**src/rtl/line_diag_pkg.sv**
```systemverilog
package line_diag_pkg;

   typedef enum logic [2:0] {
      A_CTRL  = 3'd0,
      A_KDC   = 3'd1,
      A_KAC   = 3'd2,
      A_PEAK  = 3'd3,
      A_DCOUT = 3'd4,
      A_ACOUT = 3'd5
   } ldiag_addr_e;

   typedef enum logic [2:0] {
      SRC_TIP_V  = 3'd0,
      SRC_RING_V = 3'd1,
      SRC_LOOP_V = 3'd2,
      SRC_LONG_V = 3'd3,
      SRC_LOOP_I = 3'd4,
      SRC_LONG_I = 3'd5,
      SRC_EXT_V  = 3'd6,
      SRC_EXT_I  = 3'd7
   } ldiag_src_e;

   localparam int CTRL_EN_BIT  = 0;
   localparam int CTRL_SEL_LSB = 1;

endpackage

```
**src/rtl/ldiag_src_sel.sv**
```systemverilog
module ldiag_src_sel
   import line_diag_pkg::*;
#(
   parameter int W = 8
) (
   input  ldiag_src_e        sel,
   input  logic [W-1:0]      tip_v,
   input  logic [W-1:0]      ring_v,
   input  logic [W-1:0]      tip_i,
   input  logic [W-1:0]      ring_i,
   input  logic [W-1:0]      extr_v,
   input  logic [W-1:0]      extr_i,
   output logic signed [W:0] x,
   output logic [W-1:0]      xabs
);
   localparam int XW = W + 1;

   logic signed [XW-1:0] tv, rv, ti, ri, ev, ei;
   logic signed [XW-1:0] vsum, isum;
   logic [XW-1:0]        mag;

   assign tv = $signed({tip_v[W-1],  tip_v});
   assign rv = $signed({ring_v[W-1], ring_v});
   assign ti = $signed({tip_i[W-1],  tip_i});
   assign ri = $signed({ring_i[W-1], ring_i});
   assign ev = $signed({extr_v[W-1], extr_v});
   assign ei = $signed({extr_i[W-1], extr_i});

   assign vsum = tv + rv;
   assign isum = ti + ri;

   always_comb begin
      unique case (sel)
         SRC_TIP_V:  x = tv;
         SRC_RING_V: x = rv;
         SRC_LOOP_V: x = tv - rv;
         SRC_LONG_V: x = vsum >>> 1;
         SRC_LOOP_I: x = ti - ri;
         SRC_LONG_I: x = isum >>> 1;
         SRC_EXT_V:  x = ev;
         SRC_EXT_I:  x = ei;
         default:    x = '0;
      endcase
   end

   // magnitude, saturating the single value that does not fit in W bits
   assign mag  = x[XW-1] ? XW'(-x) : XW'(x);
   assign xabs = mag[W] ? {W{1'b1}} : mag[W-1:0];

endmodule

```
**src/rtl/ldiag_peak.sv**
```systemverilog
module ldiag_peak #(
   parameter int W = 8
) (
   input  logic         clk,
   input  logic         rst_n,
   input  logic         clr,
   input  logic         upd,
   input  logic [W-1:0] mag,
   output logic [W-1:0] pk
);
   always_ff @(posedge clk or negedge rst_n) begin
      if (!rst_n)
         pk <= '0;
      else if (clr)
         pk <= '0;
      else if (upd && (mag > pk))
         pk <= mag;
   end
endmodule

```
**src/rtl/ldiag_iir.sv**
```systemverilog
module ldiag_iir #(
   parameter int SW = 16,
   parameter int KW = 15
) (
   input  logic                 clk,
   input  logic                 rst_n,
   input  logic                 flush,
   input  logic                 upd,
   input  logic signed [SW-1:0] xin,
   input  logic [KW-1:0]        k,
   output logic signed [SW-1:0] y
);
   localparam int PW = SW + KW + 2;
   localparam logic signed [PW-1:0] YMAX = {{(PW-SW+1){1'b0}}, {(SW-1){1'b1}}};
   localparam logic signed [PW-1:0] YMIN = {{(PW-SW+1){1'b1}}, {(SW-1){1'b0}}};

   logic signed [SW:0]   diff;
   logic signed [PW-1:0] prod, step, sum;
   logic signed [SW-1:0] ysat;

   assign diff = $signed({xin[SW-1], xin}) - $signed({y[SW-1], y});
   assign prod = PW'(diff) * PW'($signed({1'b0, k}));
   assign step = prod >>> KW;
   assign sum  = PW'(y) + step;

   always_comb begin
      if (sum > YMAX)
         ysat = {1'b0, {(SW-1){1'b1}}};
      else if (sum < YMIN)
         ysat = {1'b1, {(SW-1){1'b0}}};
      else
         ysat = sum[SW-1:0];
   end

   always_ff @(posedge clk or negedge rst_n) begin
      if (!rst_n)
         y <= '0;
      else if (flush)
         y <= '0;
      else if (upd)
         y <= ysat;
   end
endmodule

```
**src/rtl/line_diag_engine.sv**
```systemverilog
module line_diag_engine
   import line_diag_pkg::*;
#(
   parameter int W  = 8,
   parameter int SW = 16,
   parameter int KW = 15,
   parameter int DW = 16
) (
   input  logic          clk,
   input  logic          rst_n,
   input  logic          smp_vld,
   input  logic [W-1:0]  tip_v,
   input  logic [W-1:0]  ring_v,
   input  logic [W-1:0]  tip_i,
   input  logic [W-1:0]  ring_i,
   input  logic [W-1:0]  extr_v,
   input  logic [W-1:0]  extr_i,
   input  logic          hook_abort,
   input  logic          reg_wr,
   input  logic [2:0]    reg_waddr,
   input  logic [DW-1:0] reg_wdata,
   input  logic [2:0]    reg_raddr,
   output logic [DW-1:0] reg_rdata
);
   localparam int NFILT = 2;

   if (W < 2) begin : g_bad_w
      $error("line_diag_engine: W must be at least 2");
   end
   if (SW < W + 3) begin : g_bad_sw
      $error("line_diag_engine: SW must exceed W by at least 3");
   end
   if (KW < 1 || KW >= SW + 8) begin : g_bad_kw
      $error("line_diag_engine: KW out of range");
   end
   if (DW < SW || DW < KW || DW < 4) begin : g_bad_dw
      $error("line_diag_engine: DW too narrow for the readbacks");
   end

   logic        en_q;
   ldiag_src_e  sel_q;
   logic [KW-1:0] kq [NFILT];
   logic signed [SW-1:0] yq [NFILT];

   logic        wr_ctrl, flush, upd, pk_clr;
   ldiag_src_e  new_sel;
   logic signed [W:0] x;
   logic [W-1:0]      xabs;
   logic [W-1:0]      pk_q;

   assign wr_ctrl = reg_wr && (reg_waddr == A_CTRL);
   assign new_sel = ldiag_src_e'(reg_wdata[CTRL_SEL_LSB +: 3]);
   assign flush   = wr_ctrl && ((reg_wdata[CTRL_EN_BIT] && !en_q) || (new_sel != sel_q));
   assign upd     = en_q && smp_vld && !hook_abort && !flush;
   assign pk_clr  = reg_wr && (reg_waddr == A_PEAK) && (reg_wdata == '0);

   always_ff @(posedge clk or negedge rst_n) begin
      if (!rst_n) begin
         en_q  <= 1'b0;
         sel_q <= SRC_TIP_V;
      end else begin
         if (hook_abort)
            en_q <= 1'b0;
         else if (wr_ctrl)
            en_q <= reg_wdata[CTRL_EN_BIT];
         if (wr_ctrl)
            sel_q <= new_sel;
      end
   end

   ldiag_src_sel #(.W(W)) src_i (
      .sel(sel_q), .tip_v(tip_v), .ring_v(ring_v), .tip_i(tip_i),
      .ring_i(ring_i), .extr_v(extr_v), .extr_i(extr_i),
      .x(x), .xabs(xabs)
   );

   ldiag_peak #(.W(W)) peak_i (
      .clk(clk), .rst_n(rst_n), .clr(flush || pk_clr), .upd(upd),
      .mag(xabs), .pk(pk_q)
   );

   // filter 0 is the DC path on the signed sample, filter 1 the rectified AC path
   for (genvar f = 0; f < NFILT; f++) begin : g_filt
      logic signed [SW-1:0] xin;
      logic [2:0]           kaddr;

      if (f == 0) begin : g_dc
         assign xin   = SW'(x);
         assign kaddr = A_KDC;
      end else begin : g_ac
         assign xin   = $signed(SW'(xabs));
         assign kaddr = A_KAC;
      end

      always_ff @(posedge clk or negedge rst_n) begin
         if (!rst_n)
            kq[f] <= '0;
         else if (reg_wr && (reg_waddr == kaddr))
            kq[f] <= reg_wdata[KW-1:0];
      end

      ldiag_iir #(.SW(SW), .KW(KW)) iir_i (
         .clk(clk), .rst_n(rst_n), .flush(flush), .upd(upd),
         .xin(xin), .k(kq[f]), .y(yq[f])
      );
   end

   always_comb begin
      unique case (reg_raddr)
         A_CTRL:  reg_rdata = DW'({sel_q, en_q});
         A_KDC:   reg_rdata = DW'(kq[0]);
         A_KAC:   reg_rdata = DW'(kq[1]);
         A_PEAK:  reg_rdata = DW'(pk_q);
         A_DCOUT: reg_rdata = DW'(yq[0]);
         A_ACOUT: reg_rdata = DW'(yq[1]);
         default: reg_rdata = '0;
      endcase
   end

endmodule

```
**config.mk**
```make
export PLATFORM = sky130hd
export DESIGN_NAME = line_diag_engine
export DESIGN_NICKNAME = d
export VERILOG_FILES = /design/src/rtl/line_diag_pkg.sv /design/src/rtl/ldiag_src_sel.sv /design/src/rtl/ldiag_peak.sv /design/src/rtl/ldiag_iir.sv /design/src/rtl/line_diag_engine.sv
export SDC_FILE = /design/constraint.sdc
export NUM_CORES = 2
export LEC_CHECK = 0
export BUFFER_PORTS_ARGS = -buffer_cell sky130_fd_sc_hd__buf_2
export CORE_ASPECT_RATIO = 1.4
export CORE_MARGIN = 4
export CORE_UTILIZATION = 45
export DETAILED_ROUTE_END_ITERATION = 10
export GPL_TIMING_DRIVEN = 1
export HOLD_SLACK_MARGIN = 0.12
export SETUP_SLACK_MARGIN = 0.1
export SYNTH_ARGS = -nofsm -noshare
export SYNTH_HDL_FRONTEND = slang
export SYNTH_SLANG_ARGS = --single-unit
```
**constraint.sdc**
```tcl
create_clock -name clk -period 21.2 [get_ports clk]
set_input_delay 3.18 -clock clk [delete_from_list [all_inputs] [get_ports clk]]
set_output_delay 3.18 -clock clk [all_outputs]
set_load 0.01 [all_outputs]
```
; ---- Word-level counts from Yosys, hierarchy flattened
; Index checks and enable logic that the tools add are counted.
[op_classes]
addsub = 9
multipliers = 2
magnitude_cmp = 5
n_eq_ne = 16
mux = 16
reduce_logical = 23
[op_table]
columns = cell, count
row1 = 16-bit two-way mux, 8
row2 = 16-bit one-hot mux with 6 select lines, 1
row3 = 9-bit one-hot mux with 8 select lines, 1
row4 = "33-bit by 16-bit greater-than comparator with 1-bit output, second input constant", 2
row5 = "33-bit by 16-bit < comparator with 1-bit output, second input constant", 2
row6 = 17-bit by 16-bit multiplier with 33-bit output, 2
row7 = 16-bit by 18-bit adder with 19-bit output, 2
row8 = 9-bit by 16-bit subtractor with 17-bit output, 2
row9 = 8-bit two-way mux, 3
row10 = 8-bit by 8-bit adder with 9-bit output, 2
row11 = "3-bit by 2-bit == test with 1-bit output, second input constant", 6
row12 = "3-bit == test, second input constant", 6
row13 = 8-bit by 8-bit subtractor with 9-bit output, 2
row14 = 16-bit logical NOT, 1
row15 = 1-bit logical AND, 11
row16 = "3-bit by 1-bit == test with 1-bit output, second input constant", 3
row17 = 3-bit logical NOT, 3
row18 = 9-bit two-way mux, 1
row19 = 9-bit negation, 1
row20 = 8-bit greater-than comparator, 1
row21 = 2-bit nonzero test, 3
row22 = 1-bit logical NOT, 3
row23 = 3-bit != test, 1
row24 = 1-bit logical OR, 2
row25 = 1-bit two-way mux, 2
[totals]
regBits = 74
out_inout_bits = 16
elab_cells = 78

; ---- Depth between registers and ports, before layout
[depth]
depth_word = 13
depth_mapped = 59
depth_no_buf = 58

; ---- Modules after synthesis
; A second synthesis with hierarchy kept.
[hier_totals]
hier_cells = 3318
area_unflattened_um2 = 29075.4
[modules_own_cells]
columns = module, instances, cells_per_inst, area_each_um2, seq_area_each_um2
row1 = ldiag_iir (g_filt[1].iir_i), 1, 1433, 12214.2, 400.4
row2 = ldiag_iir (g_filt[0].iir_i), 1, 1352, 11982.7, 400.4
row3 = ldiag_src_sel, 1, 314, 2262.2, 0.0
row4 = line_diag_engine, 1, 157, 2011.9, 850.8
row5 = ldiag_peak, 1, 62, 604.3, 200.2

; ---- Worst setup path after synthesis
; OpenSTA, ideal clock, no wires.
[synth_path]
path_kind = input port to flip-flop
start = input tip_i[0]
end = register g_filt[1].iir_i.y[10]
arrival_time_ps = 15330
t_required_ps = 21134
setup_slack_ps = 5804
path_stages = 57
n_path_buf = 2
cell_sequence = inv_1 > ha_1 > fa_1 > nor2_1 > a221oi_1 > a31oi_1 > o32a_1 > inv_1 > ha_1 > nand4_1 > nor3_1 > nand3_1 > nand2_1 > ha_1 > nor2b_1 > o21ai_0 > a21boi_0 > o21ai_0 > (+21 left out) > o41ai_1 > o21bai_1 > a21oi_1 > o21ba_2 > o21ai_0 > xor2_1 > ha_1 > a21oi_1 > nand2_1 > a21o_1 > a21oi_1 > a21bo_2 > a311oi_2 > xnor2_1 > a31oi_1 > nor3_1 > clkbuf_1 > a221o_1
[synth_between]
elab_chain_len = 13
elab_cells_between_ends = 15
[synth_rtl]
columns = item, line
row1 = from (decl), line_diag_engine.sv:14  ; input logic [W-1:0] tip_i,
row2 = 8-bit by 8-bit adder with 9-bit output or 8-bit by 8-bit subtractor with 9-bit output (tied branches), "ldiag_src_sel.sv:30, ldiag_src_sel.sv:38"
row3 = 9-bit one-hot mux with 8 select lines (*), ldiag_src_sel.sv:33  ; unique case (sel)
row4 = 9-bit negation, ldiag_src_sel.sv:47  ; assign mag = x[XW-1] ? XW'(-x) : XW'(x);
row5 = 9-bit two-way mux (*), ldiag_src_sel.sv:47
row6 = 8-bit two-way mux (*), ldiag_src_sel.sv:48  ; assign xabs = mag[W] ? {W{1'b1}} : mag[W-1:0];
row7 = 9-bit by 16-bit subtractor with 17-bit output (*), ldiag_iir.sv:21  ; assign diff = $signed({xin[SW-1], xin}) - $signed({y[SW-1], y});
row8 = 17-bit by 16-bit multiplier with 33-bit output (*), ldiag_iir.sv:22  ; assign prod = PW'(diff) * PW'($signed({1'b0, k}));
row9 = 16-bit by 18-bit adder with 19-bit output (*), ldiag_iir.sv:24  ; assign sum = PW'(y) + step;
row10 = 33-bit by 16-bit < comparator with 1-bit output, ldiag_iir.sv:29  ; else if (sum < YMIN)
row11 = 16-bit two-way mux, ldiag_iir.sv:29
row12 = 16-bit two-way mux (*), ldiag_iir.sv:27  ; if (sum > YMAX)
row13 = 16-bit two-way mux (*), ldiag_iir.sv:40  ; else if (upd)
row14 = 16-bit two-way mux (*), ldiag_iir.sv:38  ; else if (flush)
row15 = to (signal assigned), ldiag_iir.sv:41  ; y <= ysat;
row16 = to (decl), ldiag_iir.sv:11  ; output logic signed [SW-1:0] y
; Mark *: on every way between the ends. The rest lies on a longest branch, timed or not. The select of a mux whose other input is x is not followed.
; A chain may end at the register's enable or synchronous reset.

; ---- Worst setup path in the final report
[layout_path]
start = input tip_v[0]
end = register g_filt[1].iir_i.y[4]
[layout_between]
elab_chain_len = 13
elab_cells_between_ends = 15
[layout_rtl]
columns = item, line
row1 = from (decl), line_diag_engine.sv:12  ; input logic [W-1:0] tip_v,
row2 = 8-bit by 8-bit adder with 9-bit output or 8-bit by 8-bit subtractor with 9-bit output (tied branches), "ldiag_src_sel.sv:29, ldiag_src_sel.sv:36"
row3 = 9-bit one-hot mux with 8 select lines (*), ldiag_src_sel.sv:33
row4 = 9-bit negation, ldiag_src_sel.sv:47
row5 = 9-bit two-way mux (*), ldiag_src_sel.sv:47
row6 = 8-bit two-way mux (*), ldiag_src_sel.sv:48
row7 = 9-bit by 16-bit subtractor with 17-bit output (*), ldiag_iir.sv:21
row8 = 17-bit by 16-bit multiplier with 33-bit output (*), ldiag_iir.sv:22
row9 = 16-bit by 18-bit adder with 19-bit output (*), ldiag_iir.sv:24
row10 = 33-bit by 16-bit < comparator with 1-bit output, ldiag_iir.sv:29
row11 = 16-bit two-way mux, ldiag_iir.sv:29
row12 = 16-bit two-way mux (*), ldiag_iir.sv:27
row13 = 16-bit two-way mux (*), ldiag_iir.sv:40
row14 = 16-bit two-way mux (*), ldiag_iir.sv:38
; Marks and branches as above.

==> impl_metrics.ini <==
[synth]
syn-num-nets = 3937
ys_seq_area_frac = 0.06790
synthFlopType = dfrtp_1
netlist-cell-type-count = 75
synth_edf_count = 0
ys_ff_latch = 74
yosysWarningCount = 0
synth.avg_cell_area_sq_um = 8.881
synthArstFlopShare = 1.000
synth_area_sq_um = 27270
synth_cells = 3071

[timing]
finClkSkew_ns = 0.009116
max_freq_mhz = 60.25
worst_pin_slew_ns = 1.187
finalHoldViolCount = 0
fin_tns_setup_ns = 0
finalSetupViolations = 0
fin_crit_sh = 0.7829
slew_headroom = 0.1977
rsz0062_at_grt = false
finalCriticalPeriod_ns = 16.60
final_max_slew_viol_count = 0

[grt]
grt_max_degree = 73
grt_pass1_wl_mm = 126.3
grt-ovfl-total = 0
antenna_found_initial = 5
first_global_vias = 23160
groute.usage.overall = 0.2483

[die]
start_util = 0.4549
die_area_sq_um = 64660
die_x_um = 216.1
rows = 106
core_sq_um = 59950
ios = 91
die_h_um = 299.3

[detailed_routing]
drc_errors = 0
via_per_inst = 5.471
drt_iter0_drc = 983
routed_wl_mm = 79.40
first_pass_iters = 7
vias = 21400
ant_nets = 0
post_drt_wl_per_cell_um = 20.30

[cts]
cts_sinks = 74
tritoncts = done
cts_hold_buf = 0
clock_path_buffers = 2
clk_pin_slew_ns = 0.06
clkLatencyLatePin_ns = 0.35
h-tree-depth = 3
cts-resized-gates = 0
post_cts_buffers = 0
cts_buffers = 9
cts_root_buf = clkbuf_16

[worst_hold_path]
hold_path_class = reg2reg

[place]
dp_hpwl_mm = 65.64
port_buffers = 90
placedInstanceArea_sq_um = 28670
gp_congestion = 0.8959

[critical_path]
critPathMaxFanout = 15
end_kind = register
cpPeakStageDelay_ns = 0.69
arrival_ns = 16.88
start_kind = primary input
crit_required_ns = 21.48
worstSetupPathType = in2reg
crit_path_top_delay_cell = nor2_1

[cells_and_area]
nets = 3960
drive_gt1_frac = 0.07131
area_delta_synth_final_pct = 6.405
postLayoutCellArea_sq_um = 29020

[status]
status = finished clean

[flow_run]
cap_violations = 0
[cells in the mapped netlist, types with 36 or more instances]
cell type,count,area share
nand2_1,343,0.047
xor2_1,36,0.012
xnor2_1,75,0.024
dfrtp_1,74,0.068
nor2_1,106,0.015
fa_1,524,0.38
nor2b_1,54,0.012
a21o_1,39,0.011
clkbuf_1,108,0.015
and2_1,215,0.049
ha_1,267,0.12
mux2_2,39,0.016
o21ai_0,65,0.012
inv_1,649,0.089
nor3_1,39,0.0072
a21oi_1,86,0.016
[final timing paths]
kind	startpoint	end	slack [ns]	depth (start not counted)
setup / recovery	tip_v[0]	g_filt[1].iir_i.y[4]	4.60	56
hold / removal	kq[22]	kq[22]	0.51	1
setup reg to reg	sel_q[1]	g_filt[1].iir_i.y[4]	7.11	51
hold reg to reg	kq[22]	kq[22]	0.51	1
max in group asynchronous	rst_n	g_filt[0].iir_i.y[4]	17.49	2
min in group asynchronous	rst_n	sel_q[0]	2.61	1
[worst max-delay path, delay by kind of cell]
kind / cells / cell delay, ns
buf+inv: 6 / 0.54
xor+xnor: 3 / 0.49
compound gates: 24 / 5.29
simple gates: 11 / 2.54
fa+ha+maj: 12 / 4.82
[logic make-up after synthesis]
| logic type | share of synthesized area |
|---|---|
| AO/OA/AOI/OAI | 0.09960 |
| buffers and inverters | 0.1071 |
| multiplexers | 0.02583 |
| XOR/XNOR | 0.03565 |
| adder cells (fa/ha/maj) | 0.5071 |
| flip-flops | 0.06790 |
| AND/OR/NAND/NOR | 0.1568 |
[cells in the final DEF (no fill, tap or decap), types with 7 or more instances in the layout]
cell type and n:
or2_2 10, dfrtp_1 74, a211oi_1 16, o21bai_1 11, a21o_1 39, o211ai_1 8
nand2_1 343, buf_2 89, buf_4 46, nor2_1 104, xor2_1 34, a22oi_1 16
o22ai_1 22, or3_1 8, mux2_2 39, nor4_1 7, a21oi_1 86, nand3_1 16
mux2i_1 22, fa_1 524, nand4_1 10, o21ai_0 65, and2_1 215, xnor2_1 70
o21a_1 21, a21boi_0 7, inv_1 649, nor2b_1 54, a221o_1 30, o31ai_1 8
nor3_1 39, a31oi_1 13, nand2b_1 28, clkbuf_16 9, ha_1 267
[layer usage]
| layer | part of all wire | up-vias | track usage |
|---|---|---|---|
| li1 | - | 9640 | - |
| met1 | 0.37 | 10950 | 0.2839 |
| met2 | 0.53 | 602 | 0.4640 |
| met3 | 0.043 | 207 | 0.02454 |
| met4 | 0.053 | 0 | 0.1159 |
| met5 | 0 | - | 0 |
[sequential cells by signal, summed over array words and instances, names as in the netlist]
signal / cells
g_filt.iir_i.y: 32
kq: 30
peak_i.pk: 8
sel_q: 3
en_q: 1
[metrics by stage]
stage | std cells | hold WS (ns) | util | setup slack (ns)
after global placement | 3893 | 0.4929 | 0.4782 | 4.735
final | 3912 | 0.5104 | 0.4841 | 4.602
after detailed placement | 3893 | 0.4991 | 0.4782 | 4.367
after floorplan | 3071 | 0.5107 | - | 5.804
after global routing | 3911 | 0.5335 | 0.4840 | 3.402
after CTS | 3909 | 0.5119 | 0.4840 | 4.675
[layout make-up]
cell class	instances	area (sq um)
repair buffers	135	790.8
clock buffers	12	246.5
multi-input cells	2225	22570
diodes	3	7.507
inverters	649	2436
flip-flops and latches	74	1852
fillers	5850	30930
clock inverters	4	98.84
well taps	810	1013
Power is not shown: default switching activity piles up to over one toggle a cycle in this logic, so the estimate is an artifact.
